### config.mk
export PLATFORM = sky130hd
export DESIGN_NAME = banked_regfile
export DESIGN_NICKNAME = d
export VERILOG_FILES = /design/src/rtl/rf_pkg.sv /design/src/rtl/rf_win_decode.sv /design/src/rtl/rf_cpu_port.sv /design/src/rtl/rf_cell.sv /design/src/rtl/banked_regfile.sv
export SDC_FILE = /design/constraint.sdc
export NUM_CORES = 1
export LEC_CHECK = 0
export BUFFER_PORTS_ARGS = -buffer_cell sky130_fd_sc_hd__buf_2
export CAP_MARGIN = 10
export CORE_ASPECT_RATIO = 1.75
export CORE_MARGIN = 2
export CORE_UTILIZATION = 68
export CTS_CLUSTER_SIZE = 16
export DETAILED_ROUTE_END_ITERATION = 10
export PLACE_DENSITY_LB_ADDON = 0.25
export SETUP_SLACK_MARGIN = 0.4
export SLEW_MARGIN = 10
export SYNTH_ARGS = -nofsm -noshare
export SYNTH_HDL_FRONTEND = slang
export SYNTH_HIERARCHICAL = 1
export SYNTH_SLANG_ARGS = --single-unit
### constraint.sdc
create_clock -name clk -period 4.6 [get_ports clk]
set_input_delay 0.23 -clock clk [delete_from_list [all_inputs] [get_ports clk]]
set_output_delay 0.23 -clock clk [all_outputs]
set_load 0.005 [all_outputs]
### src/rtl/rf_pkg.sv
`timescale 1ns/1ps
package rf_pkg;
  localparam int unsigned DEF_DW    = 8;
  localparam int unsigned DEF_NR    = 8;
  localparam int unsigned DEF_NB    = 4;
  localparam int unsigned DEF_AW    = 16;
  localparam logic [15:0] DEF_BASE  = 16'hFEE0;

  // Byte positions inside a bank; a pair's low byte sits at the even slot.
  typedef enum logic [2:0] {
    REG_X = 3'd0, REG_A = 3'd1, REG_C = 3'd2, REG_B = 3'd3,
    REG_E = 3'd4, REG_D = 3'd5, REG_L = 3'd6, REG_H = 3'd7
  } reg_id_e;

  // Slot of the low (hi=0) or high (hi=1) byte of pair pidx.
  function automatic int unsigned pair_slot(int unsigned pidx, bit hi);
    return 2 * pidx + int'(hi);
  endfunction

  // Bank held in window block blk: bank 0 lives in the highest block.
  function automatic int unsigned bank_of_block(int unsigned blk, int unsigned nb);
    return nb - 1 - blk;
  endfunction
endpackage

### src/rtl/rf_win_decode.sv
`timescale 1ns/1ps
module rf_win_decode #(
  parameter int unsigned AW   = 16,
  parameter int unsigned NB   = 4,
  parameter int unsigned NR   = 8,
  parameter logic [AW-1:0] BASE = 16'hFEE0,
  localparam int unsigned IW  = $clog2(NR),
  localparam int unsigned BW  = $clog2(NB),
  localparam int unsigned SPAN = NB * NR
) (
  input  logic [AW-1:0] addr,
  output logic          hit,
  output logic [BW-1:0] bank,
  output logic [IW-1:0] idx
);
  logic [AW-1:0] off;
  logic [BW-1:0] blk;

  always_comb begin
    off  = addr - BASE;
    hit  = (addr >= BASE) && (off < AW'(SPAN));
    blk  = off[IW +: BW];
    bank = BW'(rf_pkg::bank_of_block(int'(blk), NB));
    idx  = off[IW-1:0];
  end
endmodule

### src/rtl/rf_cpu_port.sv
`timescale 1ns/1ps
module rf_cpu_port #(
  parameter int unsigned DW = 8,
  parameter int unsigned NR = 8,
  localparam int unsigned IW = $clog2(NR),
  localparam int unsigned PW = IW - 1
) (
  input  logic [NR-1:0][DW-1:0] bytes_i,
  input  logic [IW-1:0]         r_idx,
  output logic [DW-1:0]         r_d,
  input  logic [PW-1:0]         pr_idx,
  output logic [2*DW-1:0]       pr_d,
  input  logic                  b_we,
  input  logic [IW-1:0]         b_idx,
  input  logic [DW-1:0]         b_d,
  input  logic                  p_we,
  input  logic [PW-1:0]         p_idx,
  input  logic [2*DW-1:0]       p_d,
  input  logic                  x_en,
  input  logic [PW-1:0]         x_idx,
  output logic                  x_fire,
  output logic [NR-1:0]         we_o,
  output logic [NR-1:0][DW-1:0] d_o
);
  import rf_pkg::*;

  assign x_fire = x_en && (x_idx != '0);
  assign r_d    = bytes_i[r_idx];
  assign pr_d   = {bytes_i[pair_slot(int'(pr_idx), 1'b1)],
                   bytes_i[pair_slot(int'(pr_idx), 1'b0)]};

  // Later stages override earlier: byte < pair < exchange.
  always_comb begin
    we_o = '0;
    d_o  = bytes_i;
    if (b_we) begin
      we_o[b_idx] = 1'b1;
      d_o[b_idx]  = b_d;
    end
    if (p_we) begin
      we_o[pair_slot(int'(p_idx), 1'b0)] = 1'b1;
      we_o[pair_slot(int'(p_idx), 1'b1)] = 1'b1;
      d_o[pair_slot(int'(p_idx), 1'b0)]  = p_d[DW-1:0];
      d_o[pair_slot(int'(p_idx), 1'b1)]  = p_d[2*DW-1:DW];
    end
    if (x_fire) begin
      we_o[REG_X] = 1'b1;
      we_o[REG_A] = 1'b1;
      we_o[pair_slot(int'(x_idx), 1'b0)] = 1'b1;
      we_o[pair_slot(int'(x_idx), 1'b1)] = 1'b1;
      d_o[REG_X] = bytes_i[pair_slot(int'(x_idx), 1'b0)];
      d_o[REG_A] = bytes_i[pair_slot(int'(x_idx), 1'b1)];
      d_o[pair_slot(int'(x_idx), 1'b0)] = bytes_i[REG_X];
      d_o[pair_slot(int'(x_idx), 1'b1)] = bytes_i[REG_A];
    end
  end
endmodule

### src/rtl/rf_cell.sv
`timescale 1ns/1ps
module rf_cell #(
  parameter int unsigned DW = 8
) (
  input  logic          clk,
  input  logic          rst_n,
  input  logic          mem_we,
  input  logic [DW-1:0] mem_d,
  input  logic          cpu_we,
  input  logic [DW-1:0] cpu_d,
  output logic [DW-1:0] q
);
  always_ff @(posedge clk or negedge rst_n) begin
    if (!rst_n)      q <= '0;
    else if (mem_we) q <= mem_d;
    else if (cpu_we) q <= cpu_d;
  end
endmodule

### src/rtl/banked_regfile.sv
`timescale 1ns/1ps
module banked_regfile #(
  parameter int unsigned DW = rf_pkg::DEF_DW,
  parameter int unsigned NR = rf_pkg::DEF_NR,
  parameter int unsigned NB = rf_pkg::DEF_NB,
  parameter int unsigned AW = rf_pkg::DEF_AW,
  parameter logic [AW-1:0] WIN_BASE = rf_pkg::DEF_BASE,
  localparam int unsigned IW = $clog2(NR),
  localparam int unsigned BW = $clog2(NB),
  localparam int unsigned PW = IW - 1
) (
  input  logic          clk,
  input  logic          rst_n,
  input  logic          bank_load,
  input  logic [BW-1:0] bank_val,
  output logic [BW-1:0] bank_cur,
  input  logic [IW-1:0] rb_idx,
  output logic [DW-1:0] rb_data,
  input  logic          wb_en,
  input  logic [IW-1:0] wb_idx,
  input  logic [DW-1:0] wb_data,
  input  logic [PW-1:0] rp_idx,
  output logic [2*DW-1:0] rp_data,
  input  logic          wp_en,
  input  logic [PW-1:0] wp_idx,
  input  logic [2*DW-1:0] wp_data,
  input  logic          xch_en,
  input  logic [PW-1:0] xch_idx,
  input  logic [AW-1:0] mem_addr,
  input  logic          mem_we,
  input  logic [DW-1:0] mem_wdata,
  output logic [DW-1:0] mem_rdata,
  output logic          mem_hit
);
  logic [DW-1:0]         regs_q [NB][NR];
  logic [NR-1:0][DW-1:0] act_bytes;
  logic [NR-1:0]         cpu_we;
  logic [NR-1:0][DW-1:0] cpu_d;
  logic [BW-1:0]         dec_bank;
  logic [IW-1:0]         dec_idx;
  // Named events for the checker.
  logic                  xch_fire;
  logic                  mem_wr_hit;
  logic [NB*NR-1:0]      mem_we_vec;

  always_ff @(posedge clk or negedge rst_n) begin
    if (!rst_n)         bank_cur <= '0;
    else if (bank_load) bank_cur <= bank_val;
  end

  always_comb begin
    for (int i = 0; i < NR; i++) act_bytes[i] = regs_q[bank_cur][i];
  end

  rf_win_decode #(.AW(AW), .NB(NB), .NR(NR), .BASE(WIN_BASE)) u_dec (
    .addr (mem_addr),
    .hit  (mem_hit),
    .bank (dec_bank),
    .idx  (dec_idx)
  );

  assign mem_wr_hit = mem_we && mem_hit;
  assign mem_rdata  = mem_hit ? regs_q[dec_bank][dec_idx] : '0;

  rf_cpu_port #(.DW(DW), .NR(NR)) u_cpu (
    .bytes_i (act_bytes),
    .r_idx   (rb_idx),
    .r_d     (rb_data),
    .pr_idx  (rp_idx),
    .pr_d    (rp_data),
    .b_we    (wb_en),
    .b_idx   (wb_idx),
    .b_d     (wb_data),
    .p_we    (wp_en),
    .p_idx   (wp_idx),
    .p_d     (wp_data),
    .x_en    (xch_en),
    .x_idx   (xch_idx),
    .x_fire  (xch_fire),
    .we_o    (cpu_we),
    .d_o     (cpu_d)
  );

  for (genvar b = 0; b < NB; b++) begin : g_bank
    for (genvar i = 0; i < NR; i++) begin : g_reg
      logic sel_cpu;
      logic sel_mem;
      assign sel_cpu = cpu_we[i] && (bank_cur == BW'(b));
      assign sel_mem = mem_wr_hit && (dec_bank == BW'(b)) && (dec_idx == IW'(i));
      assign mem_we_vec[b*NR+i] = sel_mem;
      rf_cell #(.DW(DW)) u_cell (
        .clk    (clk),
        .rst_n  (rst_n),
        .mem_we (sel_mem),
        .mem_d  (mem_wdata),
        .cpu_we (sel_cpu),
        .cpu_d  (cpu_d[i]),
        .q      (regs_q[b][i])
      );
    end
  end
endmodule

==> flow_metrics.env <==
export IMPL_status="complete, no violations"
export IMPL_wl_per_cell_microns=33.36
export IMPL_drc=0
export IMPL_cts_buffers=26
export IMPL_critical_path_slowest_cell="dfrtp_4"
export IMPL_tritoncts="yes"
export IMPL_slew_viol_final=0
export IMPL_grt_busiest_layer="met2"
export IMPL_rsz0062_at_grt="no"
export IMPL_worstMarginPinSlew_ps=1262
export IMPL_synth_cell_types=55
export IMPL_swShare=0.4218
export IMPL_crit_fanout=41
export IMPL_worstSkewPairLatency_ps=570
export IMPL_fin_crit_sh=0.8392
export IMPL_placed_cells=2176
export IMPL_use_met1=0.5532
export IMPL_fin_cells=2233
export IMPL_antenna_found_initial=7
export IMPL_yosys_area_top_type_share=0.3294
export IMPL_port_buffers=103
export IMPL_dr_pass1_iters=8
export IMPL_grt_pass1_wl_mm=110.7
export IMPL_r2r_end="g_bank[1].g_reg[0].u_cell/q[7]"
export IMPL_p_int_uw=7423
export IMPL_vias=17400
export IMPL_dieArea_sq_um=30250
export IMPL_root_buffer="clkbuf_16"
export IMPL_gp_congestion=1.106
export IMPL_synth_main_ff_cell="dfrtp_1"
export IMPL_hold_viol_final=0
export IMPL_reg2reg_from="bank_cur[1]"
export IMPL_rrSetupSlack_ps=1180
export IMPL_grt_usage=0.4940
export IMPL_fp_coreArea_sq_um=28520
export IMPL_netlist_area_sq_um=19600
export IMPL_synth_area_top_cells="dfrtp_1, mux2i_1, mux4_2, o21ai_1, nand2_1"
export IMPL_layout_commonest_cell="mux2i_1"
export IMPL_p_comb_frac=0.456
export IMPL_crit_path_frequent_cell="mux4_2"
export IMPL_cts_setup_buffers=0
export IMPL_grt_pass1_vias=17160
export IMPL_grtUsageMet2=0.7545
export IMPL_clock_path_buffers=3
export IMPL_switchingPower_uw=5414
export IMPL_path_class="register to output port"
export IMPL_fillers=2106
export IMPL_cp_end_kind="output port"
export IMPL_yosysSeqAreaShare=0.3294
export IMPL_final_cell_mix="mux2i_1, nand2_1, o21ai_1, dfrtp_1, mux4_2"
export IMPL_path_cells="buf_4, mux4_2, mux4_2, mux2_2, buf_2"
export IMPL_die_w_microns=132.3
export IMPL_slowest_delay_ps=1030
export IMPL_die_y_microns=228.6
export IMPL_finalWirelength_mm=74.50
export IMPL_ff2ff_path_depth=6
export IMPL_use_met3=0.1608
export IMPL_max_freq_mhz=259.1
export IMPL_p_total_uw=12840
export IMPL_p_leak_uw=0.007916
export IMPL_worstPathArrival_ps=3630
export IMPL_grt_max_degree=119
export IMPL_critPathLaunchType="register"
export IMPL_seq_area_sq_um=6464
export IMPL_setup_viol=0
export IMPL_crit_path_start="bank_cur[0]"
export IMPL_gr_total_overflow=0
export IMPL_final_nets=1901
export IMPL_syn_num_nets=1879
export IMPL_netlist_instances=1809
export IMPL_synth_async_sr_flop_share=1.000
export IMPL_clock_skew_ps=14.67
export IMPL_viasPerCell=7.794
export IMPL_synth_edf_count=0
export IMPL_drive_gt1_frac=0.2286
export IMPL_cts_max_level=1
export IMPL_io_pins=104
export IMPL_multi_input_area_sq_um=11780
export IMPL_syn2layout_area_growth_pct=5.764
export IMPL_period_minus_slack_ps=3860
export IMPL_relSlewSlack=0.1572
export IMPL_initial_core_util=0.6873
export IMPL_irDropWorstVdd_mv=0.4161
export IMPL_detail_route_antenna_nets=0
export IMPL_clkPwrFrac=0.190
export IMPL_drt_iter0_drc=2854
export IMPL_clk_pin_slew_ps=70
export IMPL_powerDensity_nw_per_um2=619.2
export IMPL_ys_warn_count=6
export IMPL_cp_required_ps=4370
export IMPL_ys_seq_elements=258
export IMPL_rows=82
export IMPL_synth_largest_area_cell="dfrtp_1"
export IMPL_seqPwrFrac=0.355
export IMPL_synth_area_per_cell_sq_um=10.84
export IMPL_hpwl_mm=50.99
export IMPL_cap_violations=0
export IMPL_cts_sinks=258
export IMPL_hp_class="input pin to asynchronous set/reset pin"
export IMPL_finalSetupTns_ps=0
==> layout make-up <==
type                            count  area share
Clock buffer                       33     0.03512
Tap cell                          378     0.02281
Antenna cell                        5   0.0006035
Timing Repair Buffer              157     0.04671
Clock inverter                     14     0.01104
Multi-Input combinational cell   1367      0.5680
Inverter                           21    0.003923
Sequential cell                   258      0.3118
==> layer usage <==
| metal | wire length (microns) | up-vias |
|---|---|---|
| li1 | - | 6837 |
| met1 | 22340 | 8285 |
| met3 | 9689 | 595 |
| met2 | 33660 | 1680 |
| met4 | 8732 | 6 |
| met5 | 86 | - |
==> how the worst max path moves through the flow <==
stage / to / slack, ps / depth (start not counted)
6_report: rb_data[5] / 740 / 5
5_1_grt: rb_data[5] / 650 / 5
4_1_cts: rb_data[1] / 800 / 5
3_5_place_dp: g_bank[1].g_reg[5].u_cell/q[7] / 1390 / 5
3_3_place_gp: rb_data[1] / 1430 / 5
2_1_floorplan: rb_data[0] / 2020 / 6
==> cells in the mapped netlist, types with 2 or more instances <==
library cell  number
a221oi_1          39
a221oi_2          30
and2_1            34
and3_1             8
and3b_1            2
and4bb_2           3
buf_1              8
buf_2             32
buf_4             13
buf_6             77
clkbuf_1          30
dfrtp_1          258
inv_1             20
mux2_2            38
mux2i_1          353
mux4_1             3
mux4_2           142
nand2_1          280
nand2b_1           6
nand3_1            4
nand3b_1           4
nand4_1            3
nand4b_1           3
nor2_1            82
nor2b_1            7
nor3_1             8
o2111ai_1          2
o211ai_1           7
o21ai_1          256
o221ai_1           7
o22a_1             2
o311a_1            8
o32ai_1           15
or3_1              4
==> sequential cells by signal, summed over array words and instances (netlist names) <==
name               cells
g_bank.g.u_cell/q    256
bank_cur               2
==> cells by family (layout without fill, tap and decap cells) <==
family / count (synthesis) / count (layout) / synth area share
buffers and inverters: 184 / 225 / 0.07034
AO/OA/AOI/OAI: 372 / 372 / 0.1267
AND/OR/NAND/NOR: 458 / 458 / 0.1037
flip-flops: 258 / 258 / 0.3294
other: 0 / 5 / 0
multiplexers: 536 / 536 / 0.3692
adder cells (fa/ha/maj): 1 / 1 / 0.0006382
==> worst max-delay path: cells and delay by family (launching register included) <==
| kind | cells | cell delay [ps] |
|---|---|---|
| muxes | 3 | 1510 |
| DFF | 1 | 1030 |
| buffers and inverters | 2 | 490 |
==> repair_timing <==
action | in CTS | in global routing
gates resized for setup | 0 | 0
hold endpoints to repair | 88 | 0
endpoints found under the setup margin | 0 | 0
hold buffers | 5 | 0
==> metrics by stage <==
step / hold slack [ps] / cell area [sq um] / utilization / setup slack [ps]
after floorplan: -65.59 / 19600 / - / 2020
after global placement: 287.5 / 19710 / 0.6911 / 1429
after detailed placement: 292.1 / 19710 / 0.6911 / 1389
after CTS: 281.0 / 20720 / 0.7264 / 799.6
after global routing: 307.0 / 20730 / 0.7267 / 646.3
final: 239.5 / 20730 / 0.7269 / 739.7
==> power groups by stage <==
stage	logic [uW]	clock network (uW)	registers, uW
after floorplan	3830	0	3970
after global placement	5260	0	4410
after detailed placement	5430	0	4460
after CTS	5480	2430	4450
after global routing	6030	2510	4610
final	5850	2430	4550
(Power assumes the default switching activity.)
